$ cat src/rtl/cfg_bank_pkg.sv
package cfg_bank_pkg;
  typedef enum logic [1:0] {
    OP_IDLE    = 2'd0,
    OP_SAVE    = 2'd1,
    OP_RESTORE = 2'd2
  } store_op_e;
endpackage

$ cat src/rtl/cfg_decode.sv
module cfg_decode
  import cfg_bank_pkg::*;
#(
  parameter int ADDR_W   = 15,
  parameter int N_FIELDS = 12,
  parameter int IDX_W    = 4,
  parameter int SLOT_W   = 2
) (
  input  logic              sel_i,
  input  logic              rnw_i,
  input  logic [ADDR_W-1:0] addr_i,
  input  logic [SLOT_W-1:0] slot_in_i,
  input  logic              busy_i,
  output logic              fld_we_o,
  output logic              rd_o,
  output logic              rd_hit_o,
  output logic [IDX_W-1:0]  fld_idx_o,
  output store_op_e         op_o,
  output logic [SLOT_W-1:0] slot_o
);
  localparam logic [ADDR_W-1:0] SAVE_ADDR    = {1'b1, {(ADDR_W-1){1'b0}}};
  localparam logic [ADDR_W-1:0] RESTORE_ADDR = SAVE_ADDR | ADDR_W'(1);

  logic hit, wr;

  always_comb begin
    hit       = addr_i < ADDR_W'(N_FIELDS);
    wr        = sel_i & ~rnw_i & ~busy_i;
    fld_we_o  = wr & hit;
    rd_o      = sel_i & rnw_i;
    rd_hit_o  = hit;
    fld_idx_o = addr_i[IDX_W-1:0];
    slot_o    = slot_in_i;
    op_o      = OP_IDLE;
    if (wr && addr_i == SAVE_ADDR)    op_o = OP_SAVE;
    if (wr && addr_i == RESTORE_ADDR) op_o = OP_RESTORE;
  end
endmodule

$ cat src/rtl/cfg_main_regs.sv
module cfg_main_regs #(
  parameter int N_FIELDS = 12,
  parameter int FIELD_W  = 16,
  parameter int IDX_W    = 4
) (
  input  logic                               clk_i,
  input  logic                               rst_ni,
  input  logic                               we_i,
  input  logic [IDX_W-1:0]                   idx_i,
  input  logic [FIELD_W-1:0]                 wdata_i,
  input  logic                               rwe_i,
  input  logic [IDX_W-1:0]                   ridx_i,
  input  logic [FIELD_W-1:0]                 rdata_i,
  input  logic                               rd_i,
  input  logic                               rd_hit_i,
  output logic [N_FIELDS-1:0][FIELD_W-1:0]   main_o,
  output logic [FIELD_W-1:0]                 rdata_o
);
  logic [N_FIELDS-1:0][FIELD_W-1:0] main_q;
  logic [FIELD_W-1:0]               rdata_q;

  for (genvar g = 0; g < N_FIELDS; g++) begin : g_field
    always_ff @(posedge clk_i or negedge rst_ni) begin
      if (!rst_ni)                               main_q[g] <= '0;
      else if (rwe_i && ridx_i == IDX_W'(g))     main_q[g] <= rdata_i;
      else if (we_i && idx_i == IDX_W'(g))       main_q[g] <= wdata_i;
    end
  end

  always_ff @(posedge clk_i or negedge rst_ni) begin
    if (!rst_ni)   rdata_q <= '0;
    else if (rd_i) rdata_q <= rd_hit_i ? main_q[idx_i] : '0;
  end

  assign main_o  = main_q;
  assign rdata_o = rdata_q;


  main_hold_chk: assert property (@(posedge clk_i) disable iff (!rst_ni)
    (!we_i && !rwe_i) |=> $stable(main_q));
endmodule

$ cat src/rtl/cfg_shadow.sv
module cfg_shadow #(
  parameter int N_FIELDS = 12,
  parameter int FIELD_W  = 16
) (
  input  logic                             clk_i,
  input  logic                             rst_ni,
  input  logic                             update_i,
  input  logic [N_FIELDS-1:0][FIELD_W-1:0] main_i,
  output logic [N_FIELDS*FIELD_W-1:0]      bus_o
);
  logic [N_FIELDS-1:0][FIELD_W-1:0] shadow_q;

  always_ff @(posedge clk_i or negedge rst_ni) begin
    if (!rst_ni)       shadow_q <= '0;
    else if (update_i) shadow_q <= main_i;
  end

  assign bus_o = shadow_q;


  shadow_hold_chk: assert property (@(posedge clk_i) disable iff (!rst_ni)
    !update_i |=> $stable(bus_o));

  shadow_load_chk: assert property (@(posedge clk_i) disable iff (!rst_ni)
    update_i |=> (bus_o == $past(main_i)));
endmodule

$ cat src/rtl/cfg_store.sv
module cfg_store
  import cfg_bank_pkg::*;
#(
  parameter int N_FIELDS = 12,
  parameter int FIELD_W  = 16,
  parameter int N_SLOTS  = 4,
  parameter int IDX_W    = 4,
  parameter int SLOT_W   = 2
) (
  input  logic                             clk_i,
  input  logic                             rst_ni,
  input  store_op_e                        op_i,
  input  logic [SLOT_W-1:0]                slot_i,
  input  logic [N_FIELDS-1:0][FIELD_W-1:0] main_i,
  output logic                             busy_o,
  output logic                             rwe_o,
  output logic [IDX_W-1:0]                 ridx_o,
  output logic [FIELD_W-1:0]               rdata_o
);
  store_op_e          mode_q;
  logic [SLOT_W-1:0]  slot_q;
  logic [IDX_W-1:0]   idx_q;
  logic [FIELD_W-1:0] mem_q [N_SLOTS][N_FIELDS];

  always_ff @(posedge clk_i or negedge rst_ni) begin
    if (!rst_ni) begin
      mode_q <= OP_IDLE;
      slot_q <= '0;
      idx_q  <= '0;
      for (int s = 0; s < N_SLOTS; s++)
        for (int f = 0; f < N_FIELDS; f++) mem_q[s][f] <= '0;
    end else if (mode_q == OP_IDLE) begin
      if (op_i != OP_IDLE) begin
        mode_q <= op_i;
        slot_q <= slot_i;
        idx_q  <= '0;
      end
    end else begin
      if (mode_q == OP_SAVE) mem_q[slot_q][idx_q] <= main_i[idx_q];
      if (idx_q == IDX_W'(N_FIELDS - 1)) mode_q <= OP_IDLE;
      else                               idx_q  <= idx_q + 1'b1;
    end
  end

  assign busy_o  = mode_q != OP_IDLE;
  assign rwe_o   = mode_q == OP_RESTORE;
  assign ridx_o  = idx_q;
  assign rdata_o = mem_q[slot_q][idx_q];


  store_start_chk: assert property (@(posedge clk_i) disable iff (!rst_ni)
    (!busy_o && op_i != OP_IDLE) |=> busy_o);

  store_done_chk: assert property (@(posedge clk_i) disable iff (!rst_ni)
    $fell(busy_o) |-> ($past(idx_q) == IDX_W'(N_FIELDS - 1)));
endmodule

$ cat src/rtl/cfg_shadow_bank.sv
module cfg_shadow_bank
  import cfg_bank_pkg::*;
#(
  parameter int N_UNITS         = 3,
  parameter int FIELDS_PER_UNIT = 4,
  parameter int FIELD_W         = 16,
  parameter int N_SLOTS         = 4,
  parameter int ADDR_W          = 15,
  parameter int DATA_W          = 32,
  localparam int N_FIELDS       = N_UNITS * FIELDS_PER_UNIT,
  localparam int BUS_W          = N_FIELDS * FIELD_W
) (
  input  logic              clk_i,
  input  logic              rst_ni,
  input  logic              sel_i,
  input  logic              rnw_i,
  input  logic [ADDR_W-1:0] addr_i,
  input  logic [DATA_W-1:0] wdata_i,
  output logic [DATA_W-1:0] rdata_o,
  input  logic              update_i,
  output logic              busy_o,
  output logic [BUS_W-1:0]  cfg_bus_o
);
  localparam int IDX_W  = $clog2(N_FIELDS);
  localparam int SLOT_W = (N_SLOTS > 1) ? $clog2(N_SLOTS) : 1;

  logic                             fld_we, rd, rd_hit, rwe, busy;
  logic [IDX_W-1:0]                 fld_idx, ridx;
  logic [SLOT_W-1:0]                slot;
  logic [FIELD_W-1:0]               rest_data, rd_field;
  logic [N_FIELDS-1:0][FIELD_W-1:0] main;
  store_op_e                        op;
  logic                             unused_wbits;

  assign unused_wbits = ^wdata_i[DATA_W-1:FIELD_W];

  cfg_decode #(.ADDR_W(ADDR_W), .N_FIELDS(N_FIELDS), .IDX_W(IDX_W), .SLOT_W(SLOT_W)) u_dec (
    .sel_i(sel_i), .rnw_i(rnw_i), .addr_i(addr_i), .slot_in_i(wdata_i[SLOT_W-1:0]),
    .busy_i(busy), .fld_we_o(fld_we), .rd_o(rd), .rd_hit_o(rd_hit),
    .fld_idx_o(fld_idx), .op_o(op), .slot_o(slot));

  cfg_main_regs #(.N_FIELDS(N_FIELDS), .FIELD_W(FIELD_W), .IDX_W(IDX_W)) u_main (
    .clk_i(clk_i), .rst_ni(rst_ni), .we_i(fld_we), .idx_i(fld_idx),
    .wdata_i(wdata_i[FIELD_W-1:0]), .rwe_i(rwe), .ridx_i(ridx), .rdata_i(rest_data),
    .rd_i(rd), .rd_hit_i(rd_hit), .main_o(main), .rdata_o(rd_field));

  cfg_shadow #(.N_FIELDS(N_FIELDS), .FIELD_W(FIELD_W)) u_shadow (
    .clk_i(clk_i), .rst_ni(rst_ni), .update_i(update_i), .main_i(main), .bus_o(cfg_bus_o));

  cfg_store #(.N_FIELDS(N_FIELDS), .FIELD_W(FIELD_W), .N_SLOTS(N_SLOTS),
              .IDX_W(IDX_W), .SLOT_W(SLOT_W)) u_store (
    .clk_i(clk_i), .rst_ni(rst_ni), .op_i(op), .slot_i(slot), .main_i(main),
    .busy_o(busy), .rwe_o(rwe), .ridx_o(ridx), .rdata_o(rest_data));

  assign rdata_o = DATA_W'(rd_field);
  assign busy_o  = busy;


  host_block_chk: assert property (@(posedge clk_i) disable iff (!rst_ni)
    busy |-> (!fld_we && op == OP_IDLE));
endmodule

$ cat config.mk
export PLATFORM = sky130hd
export DESIGN_NAME = cfg_shadow_bank
export DESIGN_NICKNAME = d
export VERILOG_FILES = /design/src/rtl/cfg_bank_pkg.sv /design/src/rtl/cfg_decode.sv /design/src/rtl/cfg_main_regs.sv /design/src/rtl/cfg_shadow.sv /design/src/rtl/cfg_store.sv /design/src/rtl/cfg_shadow_bank.sv
export SDC_FILE = /design/constraint.sdc
export NUM_CORES = 2
export LEC_CHECK = 0
export ABC_CLOCK_PERIOD_IN_PS = 3200
export BUFFER_PORTS_ARGS = -buffer_cell sky130_fd_sc_hd__buf_2
export CORE_MARGIN = 10
export CORE_UTILIZATION = 61
export CTS_CLUSTER_DIAMETER = 80
export DETAILED_ROUTE_END_ITERATION = 8
export GPL_TIMING_DRIVEN = 0
export PLACE_DENSITY = 0.79
export SETUP_SLACK_MARGIN = 0.3
export SYNTH_ARGS = -nofsm -noshare
export SYNTH_HDL_FRONTEND = slang
export SYNTH_SLANG_ARGS = --single-unit
$ cat constraint.sdc
create_clock -name clk_i -period 3.2 [get_ports clk_i]
set_clock_uncertainty 0.15 [all_clocks]
set_input_delay 0.32 -clock clk_i [delete_from_list [all_inputs] [get_ports clk_i]]
set_output_delay 0.32 -clock clk_i [all_outputs]
set_load 0.02 [all_outputs]
# Word-level counts from Yosys, hierarchy flattened
# Cells that the tools add are included.
[word_totals]
reg_bits = 1176
inputBits = 52
output_inout_bits = 225
elab_cells = 219
[op_classes]
add_sub_neg = 1
n_lt_le_gt_ge = 7
eq_ne = 28
mux = 48
bitwise = 9
reduce_logical = 50
[ops]
columns = ["operator", "count"]
rows = [
  ["$bwmux 768", 1],
  ["$mux 192", 3],
  ["$mux 16", 30],
  ["$bmux 192 s2", 1],
  ["$demux 192 s2", 1],
  ["$bmux 16 s4", 3],
  ["$demux 16 s4", 1],
  ["$eq 4x3->1 const B", 8],
  ["$eq 4x4->1 const B", 8],
  ["$eq 15x15->1 const B", 2],
  ["$reduce_bool 2->1", 15],
  ["$logic_and 1x1->1", 28],
  ["$eq 4x2->1 const B", 4],
  ["$lt 15x4->1 const B", 1],
  ["$mux 4", 3],
  ["$lt 4x5->1 const B", 2],
  ["$eq 4x1->1 const B", 2],
  ["$logic_not 4->1", 2],
  ["$mux 2", 4],
  ["$reduce_and 2->1", 4],
  ["$ge 5x5->1 const B", 1],
  ["$lt 5x1->1 const B", 1],
  ["$not 4->5", 1],
  ["$add 4x1->4 const B", 1],
  ["other kinds (11)", 16],
]

# Depth between registers and ports, before layout
[logic_depth]
depth_word = 9
ltp_mapped = 12
mapped_depth_nobuf = 7

# By module
# Synthesis repeated with hierarchy kept, for this count alone.
[hier_totals]
hier_cells = 4805
hier_area_um2 = 55717.2
[by_module_without_submodules]
columns = ["mod", "n_inst", "cells_each", "area_each_um2"]
rows = [
  ["cfg_store", 1, 2969, 36120.9],
  ["cfg_main_regs", 1, 1395, 12132.9],
  ["cfg_shadow", 1, 405, 7196.9],
  ["cfg_decode", 1, 19, 142.6],
  ["cfg_shadow_bank", 1, 17, 123.9],
]

# Worst setup path before layout
# Ideal clock, no wire load.
[synth_path]
path_kind = "flip-flop to flip-flop"
startpoint = "register u_store.idx_q[0] (netlist: u_store.ridx_o[0])"
endpoint = "register u_main.main_q, in the netlist u_main.main_o[39]"
setup_time_ns = 0.126
arrival_ns = 2.594
required_ns = 2.924
slack_ns = 0.330
stages_incl_launch_ff = 13
n_path_buf = 6
cell_sequence = "dfrtp_1 -> clkbuf_1 -> buf_2 -> buf_2 -> inv_2 -> buf_1 -> ha_1 -> and2_0 -> clkbuf_1 -> nand2_1 -> clkbuf_1 -> nor2_1 -> a221o_1"
[synth_via]
elab_chain_len = 5
elab_cells_between_ends = 8
cone_classes = "eq/ne (1); mux (4); bitwise (1); reduce/logical (2)"
[synth_lines]
columns = ["item", "line_no", "rtl"]
rows = [
  ["start, declared", "cfg_store.sv:22", "logic [IDX_W-1:0] idx_q;"],
  ["start signal, assigned", "cfg_store.sv:41", "else idx_q <= idx_q + 1'b1;"],
  ["$not 4->5 (not written as such)", "cfg_store.sv:48", "assign rdata_o = mem_q[slot_q][idx_q];"],
  ["$bmux 16 s4", "cfg_store.sv:48", ""],
  ["$mux 16 (not written as such) (2 in a row)", "cfg_store.sv:48", ""],
  ["$mux 16", "cfg_main_regs.sv:25", "else if (rwe_i && ridx_i == IDX_W'(g)) main_q[g] <= rdata_i;"],
  ["end signal, assigned by index", "cfg_main_regs.sv:25", ""],
  ["end signal, assigned by index", "cfg_main_regs.sv:26", "else if (we_i && idx_i == IDX_W'(g)) main_q[g] <= wdata_i;"],
  ["end, declared", "cfg_main_regs.sv:19", "logic [N_FIELDS-1:0][FIELD_W-1:0] main_q;"],
]
# Parallel ways exist; a longest one is shown, timed or not. The select of a mux whose other input is x is not followed.
# A chain may end at the register's enable or synchronous reset.

# Worst setup path in the final report
[layout_path]
startpoint = "register u_store.slot_q[0]"
endpoint = "register u_main.main_q, in the netlist u_main.main_o[64]"
[layout_via]
elab_chain_len = 8
[layout_lines]
columns = ["item", "line_no", "rtl"]
rows = [
  ["start, declared", "cfg_store.sv:21", "logic [SLOT_W-1:0] slot_q;"],
  ["start signal, assigned", "cfg_store.sv:35", "slot_q <= slot_i;"],
  ["$not 2->3 (not written as such)", "cfg_store.sv:48", ""],
  ["$bmux 192 s2", "cfg_store.sv:48", ""],
  ["$mux 192 (not written as such) (2 in a row)", "cfg_store.sv:48", ""],
  ["$bmux 16 s4", "cfg_store.sv:48", ""],
  ["$mux 16 (not written as such) (2 in a row)", "cfg_store.sv:48", ""],
  ["$mux 16", "cfg_main_regs.sv:25", ""],
]
# No other way between the ends. The select of a mux whose other input is x is not followed.

==> impl_results.md <==
* Synth top area share at 0.5543
* Failing checks: DRC
* Final Hold Viols at 0
* R2R depth at 8
* Synth cell types at 65
* Top cells by area, synth: dfrtp_1, mux4_2, a21oi_1
* WL final at 215800 um
* RSZ-0062 raised after global routing: true
* Die width at approximately 320 um
* Synth Warn # at 0
* Row cnt at approximately 110
* Worst slew margin at 0.1985
* Die height at around 320 um
* Initial antenna violation count at 6
* Total gr overflow at 0
* Setup crit start kind: flip-flop
* Initial Util at 0.6129
* CP Class: reg2reg
* Port Buf Inserts at 240
* Overall routing resource usage at 0.4261
* Achievable frequency at 333.2 MHz
* Critical path required time at 3630 ps
* Reg-to-Reg Start: u_store.slot_q[0]
* Most used cell, CP: buf_8
* Fraction of layout cells with a size suffix above 1 at 0.2962
* Global-route wire length before repair at between 300000 and 400000 um
* DP Area at 56030 um^2
* CP endpoint kind: flip-flop
* FF-to-FF End: u_main.main_o[64]
* Leak pwr at 27.36 nW
* CTS sink cnt at approximately 1200
* Maximum VDD drop at just under 0.0005 V
* Setup TNS at 0 ps
* Final estimated routing congestion in global placement at approximately 1.1
* Worst-path maximum fanout at 10
* Synth Cell Area at between 50000 and 60000 um^2
* Status: finished with violations
* Hold_ws at between 3 and 4 ps
* Clk buf depth at 3
* Dpl cells at roughly 6000
* Clock Root Buffer: clkbuf_16
* Pre-CTS setup slack at -1560 ps
* Post-synthesis sequential area ratio at 0.5543
* Worst Hold Class: in2async
* Pin count of the biggest net entering global routing at 172
* Final period utilization at 0.9379
* Critical path startpoint: u_store.slot_q[0]
* Final min period at about 3000 ps
* Slowest stage cell, crit path: mux4_2
* Vias per inst at 7.081
* Pwr dens at just under 500 nW/um^2
* Post-synth EDFFs at 0
* Final worst slack at approximately 200 ps
* Post-route cell area at ~63000 um^2
* Remaining DRCs at 3
* TritonCTS clock tree: done
* Layout Cells excl Fill at 6381
* Setup-failing EPs final at 0
* Post-Syn Instances at approximately 4700
* Antenna-violating nets left at 0
* Ports at between 200 and 300
* Most common cell after layout, fill and taps aside: dfrtp_1
* Worst Max-Slew Pin Slew at ~1200 ps
* Clock transition at path regs at approximately 70 ps
* Final HPWL DP at about 150000 um
* Num CTS Buffers at between 100 and 150
* Syn avg cell area at ~11 um^2
* Core Region at slightly below 90000 um^2
* Synth Register Bits at approximately 1200
* R2r setup slk at roughly 200 ps
* CP Cell Sequence: buf_8 -> buf_6 -> buf_8 -> mux4_2 -> mux2i_1 -> o22ai_1 -> nor2_4 -> o21ai_0
* Slew Limit Fails at 0
* Area leader, netlist: dfrtp_1
* Synth Flop Type: dfrtp_1
* Initial DRT Pass Iterations at 9
* Most frequent cells in the layout: dfrtp_1, nor2_1, a21oi_1
* Via count at roughly 45000
* Worst skew pair latency at ~740 ps
* Final nets at approximately 5200
* Layout Utilization at 0.7268
* Crit path largest cell delay at approximately 600 ps
* WP data arrival at between 3000 and 4000 ps
* Die area at 99230 um^2
* Routed wire per std cell at between 30 and 40 um
* Total power at roughly 30 mW
* Max-capacitance violation count at 0
* CTS HTree Levels at 3
* Layout area overhead at 18.58%
* Initial DRC Count at around 7000
* Vias in the first global route at between 40000 and 50000
* Fraction of registers with async set/reset at 1.000
==> logic make-up after synthesis <==
kind of cell | share of synthesized area
flip-flops | 0.5543
adder cells (fa/ha/maj) | 0.0009427
other | 0.00007064
multiplexers | 0.1773
buffers and inverters | 0.03794
XOR/XNOR | 0.0003300
AO/OA/AOI/OAI | 0.1377
AND/OR/NAND/NOR | 0.09142
==> worst max-delay path by stage <==
stage,slack (ps),to,depth (start not counted)
4_1_cts,70,u_main.main_o[124],9
6_report,200,u_main.main_o[64],8
3_3_place_gp,-23620,u_store.mem_q[259],1
2_1_floorplan,330,u_main.main_o[39],12
3_5_place_dp,-1560,u_main.main_o[76],12
5_1_grt,240,u_store.mem_q[67],9
==> synthesized netlist by cell type, types with 4 or more instances <==
master,instances
a211oi_1,4
a21o_1,8
a21oi_1,589
a221o_1,19
a22o_1,9
a22oi_1,141
a22oi_2,18
a31oi_1,4
and3_1,6
buf_1,20
buf_2,149
buf_4,27
buf_6,6
clkbuf_1,239
dfrtp_1,1176
ha_1,4
inv_1,4
mux2_1,4
mux2_2,215
mux2i_1,118
mux4_2,256
nand2_1,430
nand2b_1,4
nand3_1,24
nand3_2,10
nand4_1,4
nor2_1,615
nor2b_1,7
nor3_1,5
nor4_4,14
o211a_1,4
o211ai_1,28
o21ai_0,393
o21ai_1,50
o22ai_1,7
==> cell type report <==
| type | count | area (um^2) |
|---|---|---|
| plain buffers | 440 | 3176 |
| well taps | 1155 | 1445 |
| multi-input cells | 3055 | 22600 |
| flip-flops and latches | 1176 | 29430 |
| fillers | 5880 | 23660 |
| clock buffers | 170 | 3400 |
| diodes | 10 | 25.02 |
| inverters | 7 | 36.28 |
| repair buffers | 323 | 2285 |
| clock inverters | 45 | 556.8 |
==> report_power, final <==
part           total (mW)  internal [mW]  switching [mW]
Clock                14.4           8.25            6.18
Combinational        1.21          0.286           0.924
Sequential           14.9           14.9         0.00979
==> sequential cells by signal, summed over array words and instances (netlist names) <==
register	count
u_main.rdata_o	16
u_store.ridx_o	4
u_store.slot_q	2
u_store.mem_q	768
u_shadow.bus_o	192
u_main.main_o	192
u_store.mode_q	2
==> critical path, delay by kind of cell, from the launching register on <==
kind,cells,cell delay (ps)
multiplexers,2,860
buffers and inverters,3,720
flip-flops,1,470
AO/OA/AOI/OAI,2,310
AND/OR/NAND/NOR,1,290
==> what timing repair did <==
action	4_1_cts	5_1_grt
pin swaps	17	18
setup endpoints to repair	962	938
setup buffers	28	28
cloned	0	0
hold buffers	19	0
endpoints found under the hold margin	225	0
resized for setup	511	305
==> layer usage <==
metal | vias up | share of wire | GRT usage
met5 | - | 0.00068 | 0
met4 | 8 | 0.094 | 0.3211
met3 | 1087 | 0.15 | 0.1731
met2 | 4048 | 0.43 | 0.6120
met1 | 22460 | 0.33 | 0.5126
li1 | 17590 | - | -
(Power assumes the default switching activity.)
